### src/rtl/uaf_pkg.sv
package uaf_pkg;
  localparam int LVL_W = 8;

  function automatic logic [LVL_W-1:0] legacy_hi(input logic [1:0] code);
    case (code)
      2'd0:    legacy_hi = 8'd8;
      2'd1:    legacy_hi = 8'd16;
      2'd2:    legacy_hi = 8'd24;
      default: legacy_hi = 8'd28;
    endcase
  endfunction

  function automatic logic [LVL_W-1:0] legacy_lo(input logic [1:0] code);
    case (code)
      2'd0:    legacy_lo = 8'd0;
      2'd1:    legacy_lo = 8'd7;
      2'd2:    legacy_lo = 8'd15;
      default: legacy_lo = 8'd23;
    endcase
  endfunction
endpackage

### src/rtl/uaf_cts_sync.sv
module uaf_cts_sync #(
  parameter int STAGES = 2
) (
  input  logic clk,
  input  logic rst_n,
  input  logic pin,
  output logic level,
  output logic rise
);
  logic [STAGES-1:0] chain;
  logic              prev;

  generate
    for (genvar i = 0; i < STAGES; i++) begin : g_stage
      if (i == 0) begin : g_first
        always_ff @(posedge clk or negedge rst_n)
          if (!rst_n) chain[0] <= 1'b0;
          else        chain[0] <= pin;
      end else begin : g_next
        always_ff @(posedge clk or negedge rst_n)
          if (!rst_n) chain[i] <= 1'b0;
          else        chain[i] <= chain[i-1];
      end
    end
  endgenerate

  always_ff @(posedge clk or negedge rst_n)
    if (!rst_n) prev <= 1'b0;
    else        prev <= chain[STAGES-1];

  assign level = chain[STAGES-1];
  assign rise  = chain[STAGES-1] & ~prev;

  p_rise_single_r6: assert property (@(posedge clk) disable iff (!rst_n)
    rise |=> !rise);
endmodule

### src/rtl/uaf_tx_gate.sv
module uaf_tx_gate (
  input  logic clk,
  input  logic rst_n,
  input  logic auto_en,
  input  logic stop_req,
  input  logic stop_rise,
  input  logic tx_busy,
  input  logic char_done,
  input  logic irq_en,
  input  logic status_rd,
  output logic tx_permit,
  output logic cts_irq
);
  logic permit_q, irq_q;

  always_ff @(posedge clk or negedge rst_n) begin
    if (!rst_n)                     permit_q <= 1'b1;
    else if (!auto_en || !stop_req) permit_q <= 1'b1;
    else if (!tx_busy || char_done) permit_q <= 1'b0;
  end

  always_ff @(posedge clk or negedge rst_n) begin
    if (!rst_n)                   irq_q <= 1'b0;
    else if (stop_rise && irq_en) irq_q <= 1'b1;
    else if (status_rd)           irq_q <= 1'b0;
  end

  assign tx_permit = permit_q;
  assign cts_irq   = irq_q;

  p_cts_off_r2: assert property (@(posedge clk) disable iff (!rst_n)
    !auto_en |=> tx_permit);
  p_hold_busy_r4: assert property (@(posedge clk) disable iff (!rst_n)
    (tx_permit && tx_busy && !char_done) |=> tx_permit);
  p_irq_set_r6: assert property (@(posedge clk) disable iff (!rst_n)
    (stop_rise && irq_en) |=> cts_irq);
  p_irq_clr_r7: assert property (@(posedge clk) disable iff (!rst_n)
    (status_rd && !(stop_rise && irq_en)) |=> !cts_irq);
  p_irq_quiet_r6: assert property (@(posedge clk) disable iff (!rst_n)
    (!cts_irq && !(stop_rise && irq_en)) |=> !cts_irq);
endmodule

### src/rtl/uaf_rts_hyst.sv
module uaf_rts_hyst
  import uaf_pkg::*;
#(
  parameter int CNT_W = 8
) (
  input  logic             clk,
  input  logic             rst_n,
  input  logic             auto_en,
  input  logic             ext_mode,
  input  logic [1:0]       lvl_sel,
  input  logic [CNT_W-1:0] ext_hi,
  input  logic [CNT_W-1:0] ext_lo,
  input  logic [CNT_W-1:0] rx_count,
  output logic             rts_n
);
  localparam int W = (CNT_W > LVL_W) ? CNT_W : LVL_W;

  logic [W-1:0] hi_lvl, lo_lvl, cnt_w;
  logic         rts_q;

  always_comb begin
    cnt_w = W'(rx_count);
    if (ext_mode) begin
      hi_lvl = W'(ext_hi);
      lo_lvl = W'(ext_lo);
    end else begin
      hi_lvl = W'(legacy_hi(lvl_sel));
      lo_lvl = W'(legacy_lo(lvl_sel));
    end
  end

  always_ff @(posedge clk or negedge rst_n) begin
    if (!rst_n)                rts_q <= 1'b0;
    else if (!auto_en)         rts_q <= 1'b0;
    else if (cnt_w >= hi_lvl)  rts_q <= 1'b1;
    else if (cnt_w <= lo_lvl)  rts_q <= 1'b0;
  end

  assign rts_n = rts_q;

  p_rts_off_r12: assert property (@(posedge clk) disable iff (!rst_n)
    !auto_en |=> !rts_n);
  p_hold_band_r10: assert property (@(posedge clk) disable iff (!rst_n)
    (auto_en && cnt_w > lo_lvl && cnt_w < hi_lvl) |=> $stable(rts_n));
  p_legacy_neg_r8: assert property (@(posedge clk) disable iff (!rst_n)
    (auto_en && !ext_mode && lvl_sel == 2'd0 && cnt_w >= W'(8)) |=> rts_n);
endmodule

### src/rtl/uart_autoflow.sv
module uart_autoflow
  import uaf_pkg::*;
#(
  parameter int CNT_W       = 8,
  parameter int SYNC_STAGES = 2
) (
  input  logic             clk,
  input  logic             rst_n,
  input  logic             auto_cts_en,
  input  logic             auto_rts_en,
  input  logic             cts_irq_en,
  input  logic             cts_pin,
  input  logic             tx_busy,
  input  logic             char_done,
  output logic             tx_permit,
  output logic             cts_irq,
  input  logic             status_rd,
  input  logic             ext_mode,
  input  logic [1:0]       lvl_sel,
  input  logic [CNT_W-1:0] ext_hi,
  input  logic [CNT_W-1:0] ext_lo,
  input  logic [CNT_W-1:0] rx_count,
  output logic             rts_n
);
  logic cts_lvl, cts_rise;

  uaf_cts_sync #(.STAGES(SYNC_STAGES)) u_sync (
    .clk(clk), .rst_n(rst_n), .pin(cts_pin), .level(cts_lvl), .rise(cts_rise)
  );

  uaf_tx_gate u_gate (
    .clk(clk), .rst_n(rst_n), .auto_en(auto_cts_en), .stop_req(cts_lvl),
    .stop_rise(cts_rise), .tx_busy(tx_busy), .char_done(char_done),
    .irq_en(cts_irq_en), .status_rd(status_rd),
    .tx_permit(tx_permit), .cts_irq(cts_irq)
  );

  uaf_rts_hyst #(.CNT_W(CNT_W)) u_rts (
    .clk(clk), .rst_n(rst_n), .auto_en(auto_rts_en), .ext_mode(ext_mode),
    .lvl_sel(lvl_sel), .ext_hi(ext_hi), .ext_lo(ext_lo),
    .rx_count(rx_count), .rts_n(rts_n)
  );

  p_resume_r5: assert property (@(posedge clk) disable iff (!rst_n)
    (auto_cts_en && !cts_lvl) |=> tx_permit);
endmodule

### config.mk
export PLATFORM = sky130hd
export DESIGN_NAME = uart_autoflow
export DESIGN_NICKNAME = d
export VERILOG_FILES = /design/src/rtl/uaf_pkg.sv /design/src/rtl/uaf_cts_sync.sv /design/src/rtl/uaf_tx_gate.sv /design/src/rtl/uaf_rts_hyst.sv /design/src/rtl/uart_autoflow.sv
export SDC_FILE = /design/constraint.sdc
export NUM_CORES = 1
export LEC_CHECK = 0
export BUFFER_PORTS_ARGS = -buffer_cell sky130_fd_sc_hd__buf_2
export CORE_ASPECT_RATIO = 1.2
export CORE_MARGIN = 8
export CORE_UTILIZATION = 37
export CTS_BUF_LIST = sky130_fd_sc_hd__clkbuf_8 sky130_fd_sc_hd__clkbuf_16
export CTS_CLUSTER_SIZE = 10
export DETAILED_ROUTE_END_ITERATION = 6
export PLACE_DENSITY_LB_ADDON = 0.12
export SETUP_SLACK_MARGIN = 0.05
export SYNTH_ARGS = -nofsm -noshare
export SYNTH_HDL_FRONTEND = slang
export SYNTH_SLANG_ARGS = --single-unit
### constraint.sdc
create_clock -name clk -period 0.9 [get_ports clk]
set_clock_uncertainty 0.2 [all_clocks]
set_input_delay 0.135 -clock clk [delete_from_list [all_inputs] [get_ports clk]]
set_output_delay 0.135 -clock clk [all_outputs]
set_load 0.005 [all_outputs]
Word-level counts from Yosys, hierarchy flattened
Index checks and enable logic that the tools add are counted.
Widths: inputs -> output; s select.
- register bits after elaboration: 6
- output and inout port bits: 3
- input bits: 36
- bitwise gates (word level): 2
- equality and inequality tests: 3
- reduce and logical (&&, ||, !) cells: 9
- mux-type cells: 11
- order comparisons: 2
- operator list (cell ; count):
    $pmux 5 s3 ; 2
    $mux 8 ; 2
    $ge 8x8->1 ; 1
    $le 8x8->1 ; 1
    $mux 1 ; 7
    $reduce_bool 2->1 ; 2
    $logic_not 1->1 ; 3
    $ne 3x1->1 const B ; 1
    $eq 2x1->1 const B ; 1
    $eq 2x2->1 const B ; 1
    $logic_not 2->1 ; 1
    $logic_or 1x1->1 ; 2
    $and 1x1->1 ; 1
    $logic_and 1x1->1 ; 1
    $not 1->1 ; 1

Longest topological paths before layout
Gate-level depths: netlist of the first run.
- word-level depth: 7
- mapped depth: 9

Cells and area by module
A second synthesis of the first run with hierarchy kept.
- cells, all modules: 73
- area total of the unflattened synthesis: 650.6 µm²
- by module, submodules not included (module ; cells each ; area each (µm²) ; times used):
    uaf_rts_hyst ; 62 ; 481.7 ; 1
    uaf_cts_sync ; 4 ; 88.8 ; 1
    uaf_tx_gate ; 7 ; 80.1 ; 1

Least setup slack after synthesis of the first run
No wires, ideal clock.
- kind: in2reg
- from: in ext_mode
- to: reg u_rts.rts_q (netlist: u_rts.rts_n)
- library setup time: 126 ps
- required time: 574 ps
- setup slack: -919 ps
- path buffers: 0
- arrival: 1494 ps
- stages: 8
- cell sequence: or3_1 > o21ai_0 > ha_1 > nor2b_1 > o211ai_1 > a21oi_1 > a211oi_1 > o2bb2ai_1
- cells in the longest elaborated chain, start to end: 4
- RTL lines (element ; line ; text):
    start: declaration ; uart_autoflow.sv:18 ; input logic ext_mode,
    $mux 8 ; uaf_rts_hyst.sv:23 ; if (ext_mode) begin
    $ge 8x8->1 ; uaf_rts_hyst.sv:35 ; else if (cnt_w >= hi_lvl) rts_q <= 1'b1;
    $mux 1 ; uaf_rts_hyst.sv:35 ;
    $mux 1 ; uaf_rts_hyst.sv:34 ; else if (!auto_en) rts_q <= 1'b0;
    end signal: assignment ; uaf_rts_hyst.sv:34 ;
    end signal: assignment ; uaf_rts_hyst.sv:35 ;
    end signal: assignment ; uaf_rts_hyst.sv:36 ; else if (cnt_w <= lo_lvl) rts_q <= 1'b0;
    end: declaration ; uaf_rts_hyst.sv:19 ; logic rts_q;
Parallel ways exist; a longest one is shown, timed or not.
A chain may end at the register's enable or synchronous reset.

Final worst setup path of the first run
Ends and elaborated chain as after synthesis.

==> summary.txt, run 1 <==
Cells and area
  • ANT cells: 0
  • Area growth from synthesis to layout: 62.7%
  • Final nets: 178
  • Share of cells above drive strength 1: 48.0%
  • Commonest non-fill, non-tap cell in the layout: buf_2
  • Fill cell count: 153
  • Non-Filler Instances: 143
  • Most frequent cells in the layout: buf_2, ha_1, buf_4, nand2_1, a21oi_1

Floorplan
  • Die W: 53.5 µm
  • Die Y: 61 µm
  • Core Footprint: 0.00160 mm²
  • Die Area: 0.00326 mm²
  • Initial Util: 39.0%
  • Row count: 16
  • I/O pin total: 39

Worst setup path
  • Crit-path max FO: 5
  • Worst reg-to-reg path cell count: 2
  • Worst Setup End Kind: flop
  • Worst path max stage delay: 390 ps
  • CP cell instances: buf_8, or3_4, o21ai_2, ha_1, nor2b_1, o211ai_1, a21oi_1, a211oi_2, o2bb2ai_1
  • CP Depth: 9
  • CP Data Arrival Time: 1580 ps
  • Worst reg2reg endpoint: u_gate.tx_permit
  • Worst Setup SP: ext_mode
  • CP Launch Type: input port
  • Delay-heaviest family, CP: compound AO/OA/AOI/OAI gates
  • Crit Path Class: input port to flop
  • Crit path buf inv count: 1
  • Setup crit end: u_rts.rts_n
  • R2r setup slk: -120 ps
  • Worst path slowest cell: or3_4
  • Reg-to-reg startpoint: u_gate.tx_permit
  • Critical Path RT: 810 ps

Route
  • Vias: 746
  • Antenna Nets Post-Route: 0
  • Met2 wire len: 955 µm
  • 1st-iter DRT viols: 8
  • Max layer used: met4
  • WL final: 1870 µm
  • Drt wl/cell: 13.1 µm
  • Met3 wire len: 127 µm
  • DRT Pass-1 Iters: 4
  • Vias per inst: 5.22
  • DRC: 0
  • WL met1: 764 µm

Logic synthesis
  • Synth top area share: 32.1%
  • Mapped Area: 624 µm²
  • Syn_nets: 123
  • Sequential area share after synthesis: 24.2%
  • Mean Syn Cell Area: 8.79 µm²
  • Gate Count Post-Synth: 71
  • Main area contributors after synthesis: ha_1, dfrtp_1, a21oi_1, nand2_1, dfstp_2
  • Synth cell types: 26
  • Ys async rst share: 100%
  • Top FF cell, synth: dfrtp_1
  • Synth area leader: ha_1
  • YS warnings: 0
  • Seq cells post-synth: 6
  • EDFF count, synth: 0

Timing
  • Max Slew Vio Count: 0
  • Fin. Hold Viols: 4
  • Worst setup margin: -776 ps
  • # setup viols final: 5
  • FMAX: 0.596 GHz
  • Final period util: 186%
  • RSZ-0062 raised after global routing: true
  • Min cycle time layout: 1680 ps
  • Worst Tran Pin Value: 318 ps
  • Worst rel slew slack: 78.7%
  • Final hold slack: -181 ps

Clock tree
  • CTS root buffer: clkbuf_8
  • # hold bufs at CTS: 1
  • Number of H-tree levels: 1
  • CTS tree: yes
  • Reg clk slew, reported paths: 40 ps
  • Later-pin clock latency in the skew report: 220 ps
  • Cts bufs inserted: 3
  • CTS sink count: 6
  • CTS Buffer Depth: 2

Global routing
  • Vias in the first global route: 802
  • GRT Resource Usage Total: 12.6%
  • Largest net degree at the start of global routing: 11
  • Gr ovfl total: 0
  • First-pass GRT wire length: 3110 µm
  • Antenna violations before repair: 0

Placed design
  • # port buffers: 38
  • Placer Congestion: 0.862
  • Placed cells: 136
  • Dpl hpwl: 1600 µm

Pwr
  • Total Power: 1110 µW
  • Pwr dens: 1090 mW/mm²
  • Maximum VDD drop: 0.562 mV
  • Leak Pwr: 0.000540 µW

Hold path
  • Worst Hold Class: input port to flop
  • Min-delay src: cts_pin

Outcome
  • Run status: complete, but fails checks
  • Violated checks: hold timing, setup timing

Run
  • Max-cap violations: 0
metal layers:
layer  track usage (%)  vias to the layer above
li1                  -                      378
met1              13.4                      341
met2              22.1                       25
met3              3.19                        2
met4              6.50                        0
met5                 0                        -
how the worst min path moves through the flow:
stage	to	slack [ps]	cells past startpoint
floorplan	u_gate.cts_irq	-360	0
global placement	u_gate.cts_irq	-240	1
finish	u_sync.chain[0]	-180	1
global route	u_sync.chain[0]	-180	1
CTS	u_sync.chain[0]	-190	1
detailed placement	u_gate.cts_irq	-230	1
cell type report:
class                   count  area (µm²)  share of cell area (%)
inverters                   3        11.3                    1.11
flip-flops and latches      6         151                    14.9
repair buffers             51         310                    30.5
clock buffers               3        41.3                    4.06
clock inverters             1        3.75                   0.369
well taps                  18        22.5                    2.22
multi-input cells          61         475                    46.8
power by group:
part / switching (µW) / internal [µW] / total (µW)
clock: 125 / 294 / 418
combinational: 168 / 218 / 386
sequential: 8.82 / 292 / 301
total: 302 / 803 / 1110
flip-flops by register name (all words and copies together) (netlist names):
register	cells
u_sync.prev	1
u_gate.tx_permit	1
u_sync.chain	1
u_rts.rts_n	1
u_sync.level	1
u_gate.cts_irq	1
cells by family (layout without fill, tap and decap cells):
logic type | count (synthesis) | in the layout | synth area share [%]
AOI/OAI and AO/OA | 24 | 24 | 24.8
adders and majority gates | 16 | 16 | 32.1
buffers and inverters | 4 | 58 | 2.40
DFF | 6 | 6 | 24.2
and+or+nand+nor | 21 | 21 | 16.4
metrics by stage:
stage | area (µm²) | util (%) | setup TNS [ps] | setup slack, ps
global route | 1020 | 63.4 | -1760 | -880
finish | 1020 | 63.4 | -1500 | -776
detailed placement | 913 | 57.0 | -1240 | -1070
floorplan | 631 | - | -912 | -833
CTS | 996 | 62.2 | -1500 | -788
global placement | 913 | 57.0 | -1180 | -1050
cells in the mapped netlist, types with 2 or more instances:
cell type,instances
inv_1,3
dfrtp_1,5
nor2_1,2
o211ai_1,3
nand2_1,10
ha_1,16
nand4_1,2
o21ai_0,5
a21oi_1,8
timing repair:
item	4_1_cts	5_1_grt
pin swaps	1	0
gates resized for setup	6	4
hold endpoints to repair	10	4
endpoints found under the setup margin	6	6
setup buffers	1	1
(Power assumes the default switching activity.)
==> run 2: changes to the inputs <==
ABC_AREA = 1   (was not set)
CORE_MARGIN = 10   (was 8)
CORE_UTILIZATION = 39   (was 37)
CTS_CLUSTER_SIZE = not set   (was 10)
==> run 2 against run 1 <==
The flow still finishes with violations (hold timing, setup timing). Via count increased by 1.6%. First-iteration DRC count grew 63%. Total power rose by 2.0%. Critical path depth rose by 2. Synthesized cell count increased by 37%. Global-route usage down 3.5 points. Setup slack improved by 370 ps. Register-to-register slack improved by 70 ps. Sequential share of layout area down 0.58 points. Hold slack gained 4.1 ps. Combinational power increased by 6.0%. Cell count rose by 11%.
==> summary.txt, run 2 <==
Floorplan
  • Die Y: 66.0 µm
  • Die W: 58.3 µm
  • Core Footprint: 0.00166 mm²
  • Initial Util: 41.3%
  • Row count: 16
  • Die Area: 0.00385 mm²
  • I/O pin total: 39

Clock tree
  • Cts bufs inserted: 3
  • Reg clk slew, reported paths: 40 ps
  • CTS root buffer: clkbuf_8
  • Number of H-tree levels: 1
  • CTS sink count: 6
  • Later-pin clock latency in the skew report: 220 ps
  • # hold bufs at CTS: 1
  • CTS Buffer Depth: 2
  • CTS tree: yes

Route
  • DRC: 0
  • Vias per inst: 4.77
  • Antenna Nets Post-Route: 0
  • WL final: 1940 µm
  • DRT Pass-1 Iters: 4
  • 1st-iter DRT viols: 13
  • Vias: 758
  • Drt wl/cell: 12.2 µm

Worst setup path
  • CP Launch Type: input port
  • Critical Path RT: 810 ps
  • Crit-path max FO: 3
  • Worst Setup End Kind: flop
  • R2r setup slk: -50 ps
  • CP Data Arrival Time: 1220 ps
  • Crit Path Class: input port to flop
  • Worst path max stage delay: 270 ps
  • CP cell instances: buf_6, inv_4, a21oi_1, a21oi_1, ha_1, nand2_1, inv_1, nand2_1, nand2_1, a21oi_2, a21oi_2
  • CP dominant cell by count: nand2_1
  • Worst path slowest cell: ha_1

Logic synthesis
  • Synth top area share: 29.1%
  • Main combinational cell family by area after synthesis: adder cells
  • Synth Area in XOR/XNOR: 0%
  • Adder-Cell Fraction of Synth Area: 29.1%
  • Gate Count Post-Synth: 97
  • Ys async rst share: 100%
  • Main area contributors after synthesis: ha_1, dfrtp_1, nand2_1, a21oi_1, inv_1
  • Seq cells post-synth: 6
  • Top FF cell, synth: dfrtp_1
  • Mean Syn Cell Area: 7.08 µm²
  • Mux share of post-synthesis cell area: 0%
  • Synth area leader: ha_1
  • Syn_nets: 149
  • Synth Area in Compound Gates: 16.6%
  • Synth Area in Simple Gates: 23.7%
  • Top-count cell post-synth: nand2_1
  • Sequential area share after synthesis: 22.0%
  • YS warnings: 0
  • Synth cell count leaders: nand2_1, ha_1, inv_1, a21oi_1, nor2_1
  • Mapped Area: 687 µm²
  • EDFF count, synth: 0
  • Synth cell types: 17

Timing
  • FMAX: 0.765 GHz
  • Final period util: 145%
  • Min cycle time layout: 1310 ps
  • Final hold slack: -177 ps
  • Worst rel slew slack: 87.5%
  • Fin. Hold Viols: 4
  • RSZ-0062 raised after global routing: true
  • # setup viols final: 5
  • Worst Tran Pin Value: 186 ps
  • Max Slew Vio Count: 0
  • Worst setup margin: -408 ps

Cells and area
  • Final Util: 63.6%
  • Most frequent cells in the layout: buf_2, nand2_1, ha_1, inv_1, a21oi_1
  • Commonest non-fill, non-tap cell in the layout: buf_2
  • Area growth from synthesis to layout: 53.9%
  • Final nets: 194
  • Share of cells above drive strength 1: 39.7%
  • Fill cell count: 155
  • ANT cells: 0

Global routing
  • Vias in the first global route: 750
  • Antenna violations before repair: 0
  • Gr ovfl total: 0
  • First-pass GRT wire length: 2940 µm
  • Largest net degree at the start of global routing: 11
  • GRT Resource Usage Total: 9.16%

Pwr
  • Maximum VDD drop: 1.13 mV
  • Total Power: 1130 µW
  • Leak Pwr: 0.000596 µW
  • Pwr dens: 1070 mW/mm²

Run
  • Max-cap violations: 0

Hold path
  • Worst Hold Class: input port to flop

Outcome
  • Run status: complete, but fails checks
  • Violated checks: hold timing, setup timing

Placed design
  • Dpl hpwl: 1620 µm
  • Placer Congestion: 0.751
  • # port buffers: 38
run 2: cell types whose count changed in the layout (fill, tap and decap cells not counted), sizes merged, moves of 2 or more:
cell,delta
a21oi,+3
buf,-9
inv,+10
nand2,+19
nand4,-2
nor2,+5
o211ai,-4
run 2: layout make-up:
class	count	area, µm²	area share (%)
Sequential cell	6	151	14.3
Inverter	13	51.3	4.85
Clock buffer	3	41.3	3.91
Multi-Input combinational cell	76	524	49.6
Tap cell	18	22.5	2.13
Timing Repair Buffer	42	263	24.9
Clock inverter	1	3.75	0.355
run 2: stage by stage:
stage          worst slack, ps  std cells  TNS [ps]  area (µm²)
3_5_place_dp              -754        153      -845         905
6_report                  -408        159     -1040        1060
4_1_cts                   -436        159     -1100        1020
3_3_place_gp              -713        153      -765         905
5_1_grt                   -495        159     -1270        1060
2_1_floorplan             -609         97      -616         699
run 2: kinds of logic after synthesis:
group / count (synthesis)
buffers and inverters: 15
DFF: 6
AOI/OAI and AO/OA: 20
and+or+nand+nor: 40
adders and majority gates: 16
run 2: what timing repair did:
action	in CTS	in global routing
setup endpoints to repair	6	7
resized for setup	18	9
pin swaps	7	7
buffers inserted	1	0
endpoints found under the hold margin	10	4
run 2: worst paths after layout:
check / from / cells after the start / end
setup / recovery: lvl_sel[1] / 11 / u_rts.rts_n
min in group asynchronous: rst_n / 2 / u_sync.level
hold reg to reg: u_sync.chain[0] / 0 / u_sync.level
max in group asynchronous: rst_n / 2 / u_gate.tx_permit
setup reg to reg: u_rts.rts_n / 3 / u_rts.rts_n
hold / removal: cts_pin / 1 / u_sync.chain[0]
run 2: worst max-delay path, delay by kind of cell:
family | cells | cell delay [ps]
compound gates | 4 | 420
fa+ha+maj | 1 | 270
simple gates | 3 | 180
buf+inv | 3 | 220
run 2: routing by layer:
metal	GRT usage, %	vias up	part of all wire [%]	routed length [µm]
met3	5.38	0	11	204
met4	0.882	0	0	0
li1	-	407	-	-
met2	15.4	27	50	970
met5	0	-	0	0
met1	9.92	324	39	760
run 2: power by group:
part | leakage (µW) | switching (µW) | total (µW) | internal [µW]
combinational | 0.000498 | 199 | 409 | 210
sequential | 0.0000711 | 9.11 | 300 | 291
clock | 0.0000269 | 124 | 418 | 294
total | 0.000596 | 332 | 1130 | 795
==> run 3: changes to the inputs <==
clock period = 1.11 ns   (was 0.9 ns; I/O delays follow)
==> run 3 against run 2 <==
Total power decreased by 18%. Clock power decreased by 19%. Routed wire length increased by 0.41%. Non-clock buffer count increased by 4. Combinational power decreased by 16%. Critical path depth unchanged. Largest cell class unchanged. Largest power group is now combinational cells. Sequential share of layout area decreased by 0.54 points. Critical endpoint unchanged. Setup slack improved by 180 ps. Via count increased by 1.7%. Count of clock-buffer cells in the layout unchanged. The flow still finishes with violations (hold timing, setup timing).
==> summary.txt, run 3 (synthesis results as in run 2) <==
Floorplan
  • I/O pin total: 39
  • Core Footprint: 0.00166 mm²
  • Initial Util: 41.3%
  • Die W: 58.3 µm
  • Row count: 16
  • Die Area: 0.00385 mm²
  • Die Y: 66.0 µm

Pwr
  • Total Power: 924 µW
  • Leak Pwr: 0.000620 µW
  • Seq pwr share: 26.3%
  • Comb power frac: 37.1%
  • Part of the power in the clock network: 36.7%
  • Maximum VDD drop: 0.930 mV
  • Sw power: 270 µW
  • Cell-internal power: 653 µW
  • Pwr dens: 841 mW/mm²
  • Switching share of total power: 29.3%

Timing
  • Post-route setup TNS: -331 ps
  • Worst rel slew slack: 87.5%
  • Max Slew Vio Count: 0
  • Min cycle time layout: 1340 ps
  • Worst Tran Pin Value: 186 ps
  • Fin. Hold Viols: 1
  • Final hold slack: -11.1 ps
  • Final period util: 121%
  • Worst setup margin: -230 ps
  • # setup viols final: 2
  • RSZ-0062 raised after global routing: true
  • FMAX: 0.746 GHz

Global routing
  • First-pass GRT wire length: 3020 µm
  • Largest net degree at the start of global routing: 11
  • Gr ovfl total: 0
  • Vias in the first global route: 767
  • GRT Resource Usage Total: 9.35%
  • Antenna violations before repair: 0

Route
  • Vias per inst: 4.73
  • DRT Pass-1 Iters: 4
  • WL final: 1940 µm
  • Vias: 771
  • 1st-iter DRT viols: 13
  • Antenna Nets Post-Route: 0
  • DRC: 0
  • Drt wl/cell: 11.9 µm

Cells and area
  • Most frequent cells in the layout: buf_2, nand2_1, ha_1, inv_1, a21oi_1
  • Non-Filler Instances: 163
  • Area growth from synthesis to layout: 59.9%
  • ANT cells: 0
  • Fill cell count: 147
  • Final nets: 198
  • Share of cells above drive strength 1: 37.9%
  • Commonest non-fill, non-tap cell in the layout: buf_2
  • Final Util: 66.1%

Worst setup path
  • Worst Setup End Kind: flop
  • CP Data Arrival Time: 1250 ps
  • CP cell instances: buf_6, inv_4, a21oi_1, a21oi_1, ha_1, nand2_1, inv_1, nand2_1, nand2_1, a21oi_2, a21oi_2
  • Reg-to-reg startpoint: u_rts.rts_n
  • Worst Setup SP: lvl_sel[1]
  • Worst path slowest cell: ha_1
  • Crit Path Class: input port to flop
  • CP Launch Type: input port
  • Worst path max stage delay: 270 ps
  • Crit-path max FO: 3
  • Critical Path RT: 1020 ps
  • CP dominant cell by count: nand2_1

Clock tree
  • CTS root buffer: clkbuf_8
  • CTS Buffer Depth: 2
  • CTS tree: yes
  • Post-CTS setup buffers: 0
  • Cts bufs inserted: 3
  • Later-pin clock latency in the skew report: 220 ps
  • Number of H-tree levels: 1
  • Reg clk slew, reported paths: 40 ps
  • CTS sink count: 6

Outcome
  • Violated checks: hold timing, setup timing
  • Run status: complete, but fails checks

Placed design
  • Placed cells: 153
  • # port buffers: 38
  • Placer Congestion: 0.751
  • Dpl hpwl: 1620 µm

Hold path
  • Min-delay src: char_done
  • Worst Hold Class: input port to flop

Run
  • Max-cap violations: 0
-- run 3: changes by cell type in the layout (fill, tap and decap cells not counted) --
cell / previous run / this run
dlymetal6s4s_1: 0 / 1
buf_6: 4 / 3
dlygate4sd3_1: 1 / 5
-- run 3: path summary, 6_finish.rpt --
path / end / slack (ps) / depth (start not counted)
setup / recovery: u_rts.rts_n / -230 / 11
hold / removal: u_gate.tx_permit / -10 / 3
setup reg to reg: u_rts.rts_n / 160 / 3
hold reg to reg: u_sync.level / 140 / 0
max in group asynchronous: u_gate.tx_permit / 390 / 2
min in group asynchronous: u_sync.level / 100 / 2
-- run 3: through the flow --
step	hold slack [ps]	setup slack, ps	instance area, µm²
6_report	-11.1	-230	1100
5_1_grt	20.6	-317	1100
4_1_cts	-14.2	-258	1060
3_5_place_dp	-206	-576	905
3_3_place_gp	-207	-534	905
2_1_floorplan	-329	-431	699
-- run 3: what timing repair did --
item                                   in CTS  in global routing
gates resized for setup                    17                 10
hold buffers                                6                  0
endpoints found under the hold margin      10                  0
setup endpoints to repair                   4                  5
pin swaps                                   6                  6
-- run 3: power by group through the flow --
stage / registers [µW] / clock network, µW / logic [µW]
floorplan: 245 / 0 / 170
global placement: 245 / 0 / 273
detailed placement: 245 / 0 / 282
CTS: 243 / 349 / 326
global route: 245 / 360 / 392
finish: 242 / 339 / 342
-- run 3: metal layers --
layer  routed length (µm)  global-route usage [%]
met5                    0                       0
met4                    0                   0.882
met3                  206                    5.38
met2                  984                    16.0
met1                  753                    10.0
-- run 3: cell type report --
class	instances	area, µm²	share of cell area, %
inverters	13	51.3	4.67
clock buffers	3	41.3	3.76
flip-flops and latches	6	151	13.8
clock inverters	1	3.75	0.342
well taps	18	22.5	2.05
repair buffers	46	304	27.7
multi-input cells	76	524	47.7
-- run 3: critical path: cells and delay by family --
family / cells / cell delay [ps]
AND/OR/NAND/NOR: 3 / 180
adder cells (fa/ha/maj): 1 / 270
AO/OA/AOI/OAI: 4 / 420
buffers and inverters: 3 / 220
